File: src/rtl/bnn_pe_pkg.sv
package bnn_pe_pkg;

    localparam int unsigned WORD_W = 32;
    localparam int unsigned WCNT_W = $clog2(WORD_W + 1);

    // Position of a word within its output channel's slice sequence
    typedef struct packed {
        logic first;
        logic last;
    } slice_pos_t;

    // Ones count of one 32-bit agreement word
    function automatic logic [WCNT_W-1:0] pop_word(input logic [WORD_W-1:0] w);
        logic [WCNT_W-1:0] s;
        s = '0;
        for (int i = 0; i < int'(WORD_W); i++) begin
            s = s + WCNT_W'(w[i]);
        end
        return s;
    endfunction

endpackage

File: src/rtl/bnn_pop_tree.sv
module bnn_pop_tree
    import bnn_pe_pkg::*;
#(
    parameter int unsigned PIC   = 64,
    parameter int unsigned SUM_W = 7,
    parameter int unsigned TAG_W = 4
) (
    input  logic             clk,
    input  logic             rst,
    input  logic             in_valid,
    input  logic [TAG_W-1:0] in_tag,
    input  logic [PIC-1:0]   act,
    input  logic [PIC-1:0]   wgt,
    output logic             out_valid,
    output logic [TAG_W-1:0] out_tag,
    output logic [SUM_W-1:0] out_sum
);
    localparam int unsigned NWORD = PIC / WORD_W;

    logic [PIC-1:0]    agree;
    logic [WCNT_W-1:0] wcnt_q [NWORD];
    logic              v1_q;
    logic [TAG_W-1:0]  tag1_q;
    logic [SUM_W-1:0]  word_sum;

    assign agree = ~(act ^ wgt);

    // Stage 1: one registered count per 32-bit word
    for (genvar g = 0; g < int'(NWORD); g++) begin : g_word
        always_ff @(posedge clk) begin
            wcnt_q[g] <= pop_word(agree[g*WORD_W +: WORD_W]);
        end
    end

    always_comb begin
        word_sum = '0;
        for (int i = 0; i < int'(NWORD); i++) begin
            word_sum = word_sum + SUM_W'(wcnt_q[i]);
        end
    end

    // Stage 2: joined word counts; valid and tag travel alongside
    always_ff @(posedge clk) begin
        if (rst) begin
            v1_q      <= 1'b0;
            out_valid <= 1'b0;
        end else begin
            v1_q      <= in_valid;
            out_valid <= v1_q;
        end
        tag1_q  <= in_tag;
        out_tag <= tag1_q;
        out_sum <= word_sum;
    end

    assert_tree_bound_R2: assert property (@(posedge clk) disable iff (rst)
        out_valid |-> (out_sum <= SUM_W'(PIC)));

    assert_tree_delay_R6: assert property (@(posedge clk) disable iff (rst)
        out_valid |-> $past(in_valid, 2));

endmodule

File: src/rtl/bnn_thr_buf.sv
module bnn_thr_buf #(
    parameter int unsigned SOC   = 4,
    parameter int unsigned CH_W  = 2,
    parameter int unsigned TH_W  = 8
) (
    input  logic            clk,
    input  logic            rst,
    input  logic            wr_en,
    input  logic [CH_W-1:0] wr_addr,
    input  logic [TH_W-1:0] wr_value,
    input  logic            wr_invert,
    input  logic [CH_W-1:0] rd_addr,
    output logic [TH_W-1:0] rd_value,
    output logic            rd_invert
);
    logic [TH_W-1:0] value_q  [SOC];
    logic            invert_q [SOC];

    for (genvar e = 0; e < int'(SOC); e++) begin : g_entry
        always_ff @(posedge clk) begin
            if (rst) begin
                value_q[e]  <= '0;
                invert_q[e] <= 1'b0;
            end else if (wr_en && wr_addr == CH_W'(e)) begin
                value_q[e]  <= wr_value;
                invert_q[e] <= wr_invert;
            end
        end
    end

    assign rd_value  = value_q[rd_addr];
    assign rd_invert = invert_q[rd_addr];

    assert_thr_addr_R8: assert property (@(posedge clk) disable iff (rst)
        wr_en |-> ({1'b0, wr_addr} < (CH_W+1)'(SOC)));

endmodule

File: src/rtl/bnn_acc_cmp.sv
module bnn_acc_cmp
    import bnn_pe_pkg::*;
#(
    parameter int unsigned SUM_W   = 7,
    parameter int unsigned ACC_W   = 8,
    parameter int unsigned CH_W    = 2,
    parameter int unsigned ACC_MAX = 192
) (
    input  logic             clk,
    input  logic             rst,
    input  logic             in_valid,
    input  slice_pos_t       in_pos,
    input  logic [CH_W-1:0]  in_ch,
    input  logic [SUM_W-1:0] in_sum,
    input  logic [ACC_W-1:0] thr_value,
    input  logic             thr_invert,
    output logic             out_valid,
    output logic             out_act,
    output logic [CH_W-1:0]  out_ch
);
    logic [ACC_W-1:0] acc_q;
    logic [ACC_W-1:0] total;
    logic             reached;

    assign total   = in_pos.first ? ACC_W'(in_sum) : acc_q + ACC_W'(in_sum);
    assign reached = (total >= thr_value);

    always_ff @(posedge clk) begin
        if (rst) begin
            acc_q     <= '0;
            out_valid <= 1'b0;
            out_act   <= 1'b0;
            out_ch    <= '0;
        end else begin
            out_valid <= in_valid && in_pos.last;
            if (in_valid) begin
                acc_q <= total;
            end
            if (in_valid && in_pos.last) begin
                out_act <= reached ^ thr_invert;
                out_ch  <= in_ch;
            end
        end
    end

    assert_no_overflow_R9: assert property (@(posedge clk) disable iff (rst)
        acc_q <= ACC_W'(ACC_MAX));

    assert_pulse_source_R6: assert property (@(posedge clk) disable iff (rst)
        out_valid |-> $past(in_valid && in_pos.last));

endmodule

File: src/rtl/bnn_xnor_pe.sv
module bnn_xnor_pe
    import bnn_pe_pkg::*;
#(
    parameter int unsigned PIC   = 64,
    parameter int unsigned SIC   = 3,
    parameter int unsigned SOC   = 4,
    parameter int unsigned CH_W  = (SOC > 1) ? $clog2(SOC) : 1,
    parameter int unsigned ACC_W = $clog2(PIC * SIC + 1)
) (
    input  logic             clk,
    input  logic             rst,
    input  logic             in_valid,
    input  logic [PIC-1:0]   in_act,
    input  logic [PIC-1:0]   in_wgt,
    input  logic             thr_we,
    input  logic [CH_W-1:0]  thr_addr,
    input  logic [ACC_W-1:0] thr_value,
    input  logic             thr_invert,
    output logic             out_valid,
    output logic             out_act,
    output logic [CH_W-1:0]  out_ch
);
    localparam int unsigned SL_W  = (SIC > 1) ? $clog2(SIC) : 1;
    localparam int unsigned SUM_W = $clog2(PIC + 1);
    localparam int unsigned TAG_W = CH_W + $bits(slice_pos_t);

    logic [SL_W-1:0]  slice_q;
    logic [CH_W-1:0]  ch_q;
    slice_pos_t       pos_now;
    logic             t_valid;
    logic [TAG_W-1:0] t_tag;
    logic [SUM_W-1:0] t_sum;
    slice_pos_t       t_pos;
    logic [CH_W-1:0]  t_ch;
    logic [ACC_W-1:0] th_value;
    logic             th_invert;

    assign pos_now.first = (slice_q == '0);
    assign pos_now.last  = (slice_q == SL_W'(SIC - 1));

    // Slice and output-channel sequencing on accepted words
    always_ff @(posedge clk) begin
        if (rst) begin
            slice_q <= '0;
            ch_q    <= '0;
        end else if (in_valid) begin
            if (pos_now.last) begin
                slice_q <= '0;
                ch_q    <= (ch_q == CH_W'(SOC - 1)) ? '0 : ch_q + 1'b1;
            end else begin
                slice_q <= slice_q + 1'b1;
            end
        end
    end

    bnn_pop_tree #(.PIC(PIC), .SUM_W(SUM_W), .TAG_W(TAG_W)) u_tree (
        .clk      (clk),
        .rst      (rst),
        .in_valid (in_valid),
        .in_tag   ({ch_q, pos_now}),
        .act      (in_act),
        .wgt      (in_wgt),
        .out_valid(t_valid),
        .out_tag  (t_tag),
        .out_sum  (t_sum)
    );

    assign {t_ch, t_pos} = t_tag;

    bnn_thr_buf #(.SOC(SOC), .CH_W(CH_W), .TH_W(ACC_W)) u_thr (
        .clk      (clk),
        .rst      (rst),
        .wr_en    (thr_we),
        .wr_addr  (thr_addr),
        .wr_value (thr_value),
        .wr_invert(thr_invert),
        .rd_addr  (t_ch),
        .rd_value (th_value),
        .rd_invert(th_invert)
    );

    bnn_acc_cmp #(.SUM_W(SUM_W), .ACC_W(ACC_W), .CH_W(CH_W), .ACC_MAX(PIC * SIC)) u_acc (
        .clk       (clk),
        .rst       (rst),
        .in_valid  (t_valid),
        .in_pos    (t_pos),
        .in_ch     (t_ch),
        .in_sum    (t_sum),
        .thr_value (th_value),
        .thr_invert(th_invert),
        .out_valid (out_valid),
        .out_act   (out_act),
        .out_ch    (out_ch)
    );

    assert_slice_range_R3: assert property (@(posedge clk) disable iff (rst)
        slice_q <= SL_W'(SIC - 1));

    assert_out_ch_range_R6: assert property (@(posedge clk) disable iff (rst)
        out_valid |-> ({1'b0, out_ch} < (CH_W+1)'(SOC)));

    assert_latency_R6: assert property (@(posedge clk) disable iff (rst)
        out_valid |-> $past(in_valid, 3));

    assert_idle_hold_R7: assert property (@(posedge clk) disable iff (rst)
        !in_valid |=> ($stable(slice_q) && $stable(ch_q)));

endmodule

File: config.mk
export PLATFORM = sky130hd
export DESIGN_NAME = bnn_xnor_pe
export DESIGN_NICKNAME = d
export VERILOG_FILES = /design/src/rtl/bnn_pe_pkg.sv /design/src/rtl/bnn_pop_tree.sv /design/src/rtl/bnn_thr_buf.sv /design/src/rtl/bnn_acc_cmp.sv /design/src/rtl/bnn_xnor_pe.sv
export SDC_FILE = /design/constraint.sdc
export NUM_CORES = 1
export LEC_CHECK = 0
export ABC_AREA = 1
export CAP_MARGIN = 10
export CORE_ASPECT_RATIO = 2
export CORE_UTILIZATION = 35
export DETAILED_ROUTE_END_ITERATION = 6
export SYNTH_ARGS = -nofsm -noshare
export SYNTH_HDL_FRONTEND = slang
export SYNTH_SLANG_ARGS = --single-unit
File: constraint.sdc
create_clock -name clk -period 9.9 [get_ports clk]
set_input_delay 0.99 -clock clk [delete_from_list [all_inputs] [get_ports clk]]
set_output_delay 0.99 -clock clk [all_outputs]
set_load 0.005 [all_outputs]
==> Yosys cells after proc, flatten, opt, wreduce, memory -nomap -nowiden <==
Memory sizes are Yosys's and may differ from the RTL's. A register that Yosys moved wholly into a read port is not among the register bits.
Cells that the tools add are included.
{ "word_totals": {"reg_bits": 33, "ram_bits": 48, "inputBits": 143, "word_cells": 130, "n_memories": 3} }
{ "op_classes": {"addsub": 66, "magnitude_cmp": 1, "n_eq_ne": 5, "mux": 25, "n_bitwise": 11, "reduce_logical": 8} }
{ "mem_list": {"columns": ["name", "words", "word_bits", "read_ports", "rd_ports_with_merged_regs", "write_ports", "line", "source"], "rows": [
  ["u_thr.value_q", 4, 8, 1, 1, 4, "bnn_thr_buf.sv:16", "logic [TH_W-1:0] value_q [SOC];"],
  ["u_tree.wcnt_q", 2, 6, 2, 0, 2, "bnn_pop_tree.sv:21", "logic [WCNT_W-1:0] wcnt_q [NWORD];"],
  ["u_thr.invert_q", 4, 1, 1, 1, 4, "bnn_thr_buf.sv:17", "logic invert_q [SOC];"]
]} }
{ "op_table": {"columns": ["cell", "count"], "rows": [
  ["$add A6 B1 Y6", 60],
  ["$not A64 Y64", 1],
  ["$xor A64 B64 Y64", 1],
  ["$mux W8", 5],
  ["$mux W1", 18],
  ["$add A8 B7 Y8", 1],
  ["$eq A2 B2 Y1 const B", 4],
  ["$ge A8 B8 Y1", 1],
  ["$or A1 B1 Y1", 8],
  ["$add A6 B6 Y7", 1],
  ["$logic_and A1 B1 Y1", 5],
  ["$add A1 B1 Y2", 2],
  ["$add A2 B1 Y2 const B", 2],
  ["$logic_not A2 Y1", 2],
  ["$mux W2", 2],
  ["$eq A2 B1 Y1 const B", 1],
  ["$reduce_and A2 Y1", 1],
  ["$xor A1 B1 Y1", 1]
]} }

==> Logic depth before layout (Yosys ltp) <==
{ "depth": {"ltp_word": 33, "mapped_depth": 21} }

==> Modules after synthesis <==
Synthesis repeated with hierarchy kept, for this count alone.
{ "unflattened": {"hier_cells": 669, "hier_area_um2": 5939.4} }
{ "modules_own_cells": {"columns": ["module", "instances", "cells_each", "area_per_inst_um2", "seq_area_each_um2"], "rows": [
  ["bnn_pop_tree", 1, 271, 2862.7, 580.6],
  ["bnn_thr_buf", 1, 204, 1808.0, 1081.0],
  ["bnn_acc_cmp", 1, 166, 1078.5, 240.2],
  ["bnn_xnor_pe", 1, 28, 190.2, 80.1]
]} }

==> Least setup slack after synthesis <==
Ideal clock, no wire load.
{ "synth_path": {"path_kind": "input-to-reg", "start": "in in_act[32]", "end": "mem u_tree.wcnt_q[0][10] in the netlist's numbering", "setup_ns": 0.072, "arrival_ns": 5.782, "t_required_ns": 9.828, "path_slack_ns": 4.046, "stages": 16, "path_buffers": 0, "cell_sequence": "xnor2_1 ha_1 inv_1 fa_1 fa_1 inv_1 fa_1 fa_1 fa_1 fa_1 fa_1 fa_1 a21oi_1 nor2_1 nor2_1 xnor2_1"} }
{ "synth_rtl": {"columns": ["item", "line", "source"], "rows": [
  ["start: declaration", "bnn_xnor_pe.sv:13", "input logic [PIC-1:0] in_act,"],
  ["end: declaration", "bnn_pop_tree.sv:21", null]
]} }

==> metrics.md <==
| Metric | Value |
|---|---|
| Synth Instances | 595 |
| DRC | 0 |
| Period utilization | 0.619 |
| Routability Congestion | a little under 0.8 |
| Dominant synthesized flop cell | dfxtp_1 |
| Die Y | 182 um |
| CTS buffer count | 9 |
| Top-area cell type share of the netlist area | 0.191 |
| Fin nets | roughly 970 |
| Top cells by area, synth | edfxtp_1 19%, fa_1 18%, dfxtp_1 16% |
| Crit path required time | around 10 ns |
| Setup TNS | 0 ns |
| Slowest CP cell | fa_1 |
| Clk pin slew, worst setup/hold paths | approximately 0.060 ns |
| Minimum clock period | 6.13 ns |
| I/O pins | 147 |
| Yosys cell types | 36 |
| Initial core utilization | 0.359 |
| Sequential power share | 0.186 |
| Final antenna-violating net count | 0 |
| Clock latency at the later pin of the worst-skew pair | 0.33 ns |
| Post-synthesis area per instance | about 9.5 sq um |
| Remaining global-route overflow | 0 |
| Peak supply drop | 0.203 mV |
| Startpoint Class | input port |
| Worst EP arrival | 6.39 ns |
| Max Root-Sink Buffers | 2 |
| Worst-margin pin slew | between 0.6 and 0.7 ns |
| CTS sink cnt | 81 |
| Most frequent cell on the critical path | fa_1 |
| Worst Hold Slack | about 0.32 ns |
| Core area | roughly 16000 sq um |
| Avg WL per Cell | 13.1 um |
| Largest net degree at the start of global routing | 21 |
| Status | completed |
| Pint | ~1.5 mW |
| Post-Route WL | roughly 12 mm |
| Root Buffer Master | clkbuf_16 |
| Via Count | about 4400 |
| Most frequent cells in the layout | 146 x clkdlybuf4s50_1, 91 x inv_1, 76 x nand2_1 |
| GR Util met2 | 0.357 |
| Post-CTS Setup Bufs | 0 |
| Num rows | 65 |
| HPWL after detailed placement | 11.0 mm |
| # resized after CTS | 0 |
| Synth-to-layout area growth | 34.6% |
| Unrepaired setup endpoints after global routing | false |
| Largest delay share family, worst path | adder cells |
| Seq/Total Area, Yosys | 0.350 |
| Switch share | 0.428 |
| Initial antenna violation count | 0 |
| Slew Viols, Final | 0 |
| Via count of the first global-routing pass | 4893 |
| Synth warn | 0 |
| Final Hold Fails | 0 |
| P_leak | 3.42 nW |
| Pwr Density | 333 nW/um^2 |
| Fmax | 0.163 GHz |
| Maximum fanout along the worst path | 2 |
| Setup violations, final | 0 |
| First-pass GRT wire length | about 21 mm |
| Grt peak-use layer | met2 |
| TritonCTS clock tree | done |
| Sw power | approximately 1.1 mW |
| Syn_nets | 826 |
| Layout cells sized above 1 | 0.0361 |
| Most common cell after layout, fill and taps aside | clkdlybuf4s50_1 |
| Clock share of power | 0.132 |
| Worst path cell trace | clkdlybuf4s50_1 > xnor2_1 > ha_1 > inv_1 > fa_1 > fa_1 > inv_1 > fa_1 > fa_1 > fa_1 > fa_1 > fa_1 > fa_1 > a21oi_1 > nor2_1 > nor2_1 > xnor2_1 |
| Leading area contributor after synthesis | edfxtp_1 |
| Met3 Use GR | 0.0293 |
| Setup Skew | 0.00875 ns |
| Crit-path max cell delay | 0.56 ns |
| DRT iter0 DRCs | 95 |
| Combinational power share | 0.683 |
| Hold buffers post-CTS | 0 |
| Tot GR Track Use | 0.162 |
| H-tree depth | 3 |
| Mapped cell area | ~5700 sq um |
| Vias/cell | 4.62 |
| Ant. Diodes | 0 |
| Max Cap Violations | 0 |
| FF+latch count, synth | 81 |
| Worst hold path type | reg -> reg |
| Relative slew slack | 0.535 |
| Die X | between 90 and 100 um |
| Worst setup EP type | flop |
| Met1 GRT Util | 0.128 |
| DRT Pass-1 Iters | 6 |
| Synth async-reset ratio | 0 |
| Die area | roughly 17000 sq um |
| Worst Path Buf+Inv | 3 |
| Port Buffers | between 100 and 150 |
| EDFF count, synth | 36 |
| CP Class | in -> reg |
==> sequential cells by signal, indices dropped and copies added, names as in the netlist <==
name	flops
u_acc.out_valid	1
u_tree.out_valid	1
slice_q	2
u_tree.out_sum	7
ch_q	2
u_thr.value_q	32
u_tree.out_tag	4
u_acc.out_act	1
u_acc.acc_q	8
u_tree.wcnt_q	12
u_tree.v1_q	1
u_tree.tag1_q	4
u_acc.out_ch	2
u_thr.invert_q	4
==> logic make-up (layout without fill, tap and decap cells) <==
| group | count (synthesis) | after routing | share of synthesized area |
|---|---|---|---|
| AOI/OAI and AO/OA | 61 | 61 | 0.0672 |
| xor gates and xnor gates | 73 | 73 | 0.113 |
| adders and majority gates | 88 | 88 | 0.261 |
| buffers and inverters | 111 | 263 | 0.0775 |
| DFF | 81 | 81 | 0.350 |
| muxes | 1 | 1 | 0.00177 |
| and+or+nand+nor | 180 | 180 | 0.130 |
==> final cells by class <==
type | instances | area [sq um]
clock buffer | 12 | 258
clock inverter | 4 | 51.3
fill | 1530 | 8150
inverter | 101 | 379
multi-input combinational | 403 | 3240
sequential | 81 | 1980
tap | 201 | 251
timing repair buffer | 146 | 1460
==> layer usage <==
metal	up-vias	part of all wire
li1	2164	-
met1	2059	0.30
met2	129	0.64
met3	27	0.042
met4	0	0.024
met5	-	0
==> through the flow <==
| stage | cells | utilization | setup slack [ns] | area [sq um] | total power, mW |
|---|---|---|---|---|---|
| floorplan | 595 | - | 4.05 | 5660 | 1.86 |
| global placement | 932 | 0.464 | 3.47 | 7320 | 2.18 |
| detailed placement | 932 | 0.464 | 3.37 | 7320 | 2.26 |
| CTS | 948 | 0.483 | 3.72 | 7620 | 2.61 |
| global route | 948 | 0.483 | 3.51 | 7620 | 2.89 |
| finish | 948 | 0.483 | 3.77 | 7620 | 2.54 |
==> Yosys cell counts, types with 2 or more instances <==
| cell type | n |
|---|---|
| nand3_1 | 21 |
| ha_1 | 38 |
| xor2_1 | 41 |
| o21a_1 | 3 |
| o21ai_1 | 12 |
| a21oi_1 | 23 |
| nand4_1 | 3 |
| dfxtp_1 | 45 |
| o21ai_0 | 5 |
| inv_1 | 91 |
| nand3b_1 | 2 |
| nand2_1 | 76 |
| inv_2 | 9 |
| a32o_1 | 7 |
| buf_4 | 2 |
| a31oi_1 | 2 |
| buf_2 | 6 |
| fa_1 | 50 |
| edfxtp_1 | 36 |
| nor2_1 | 73 |
| xnor2_1 | 32 |
| a21o_1 | 2 |
| or2_1 | 3 |
==> final timing paths <==
path / start / to / slack (ns) / cells after the start
setup / recovery: in_wgt[33] / u_tree.wcnt_q[0][10] / 3.77 / 17
hold / removal: u_tree.tag1_q[1] / u_tree.out_tag[1] / 0.32 / 0
setup reg to reg: u_tree.out_tag[2] / u_acc.out_act / 7.43 / 14
hold reg to reg: u_tree.tag1_q[1] / u_tree.out_tag[1] / 0.32 / 0
==> power by group through the flow <==
stage               Combinational (mW)  Clock (mW)  Sequential (mW)
global placement                  1.70           0            0.478
global route                      2.06       0.355            0.476
finish                            1.73       0.335            0.471
detailed placement                1.78           0            0.479
CTS                               1.79       0.340            0.472
floorplan                         1.39           0            0.468
(Power assumes the default switching activity.)
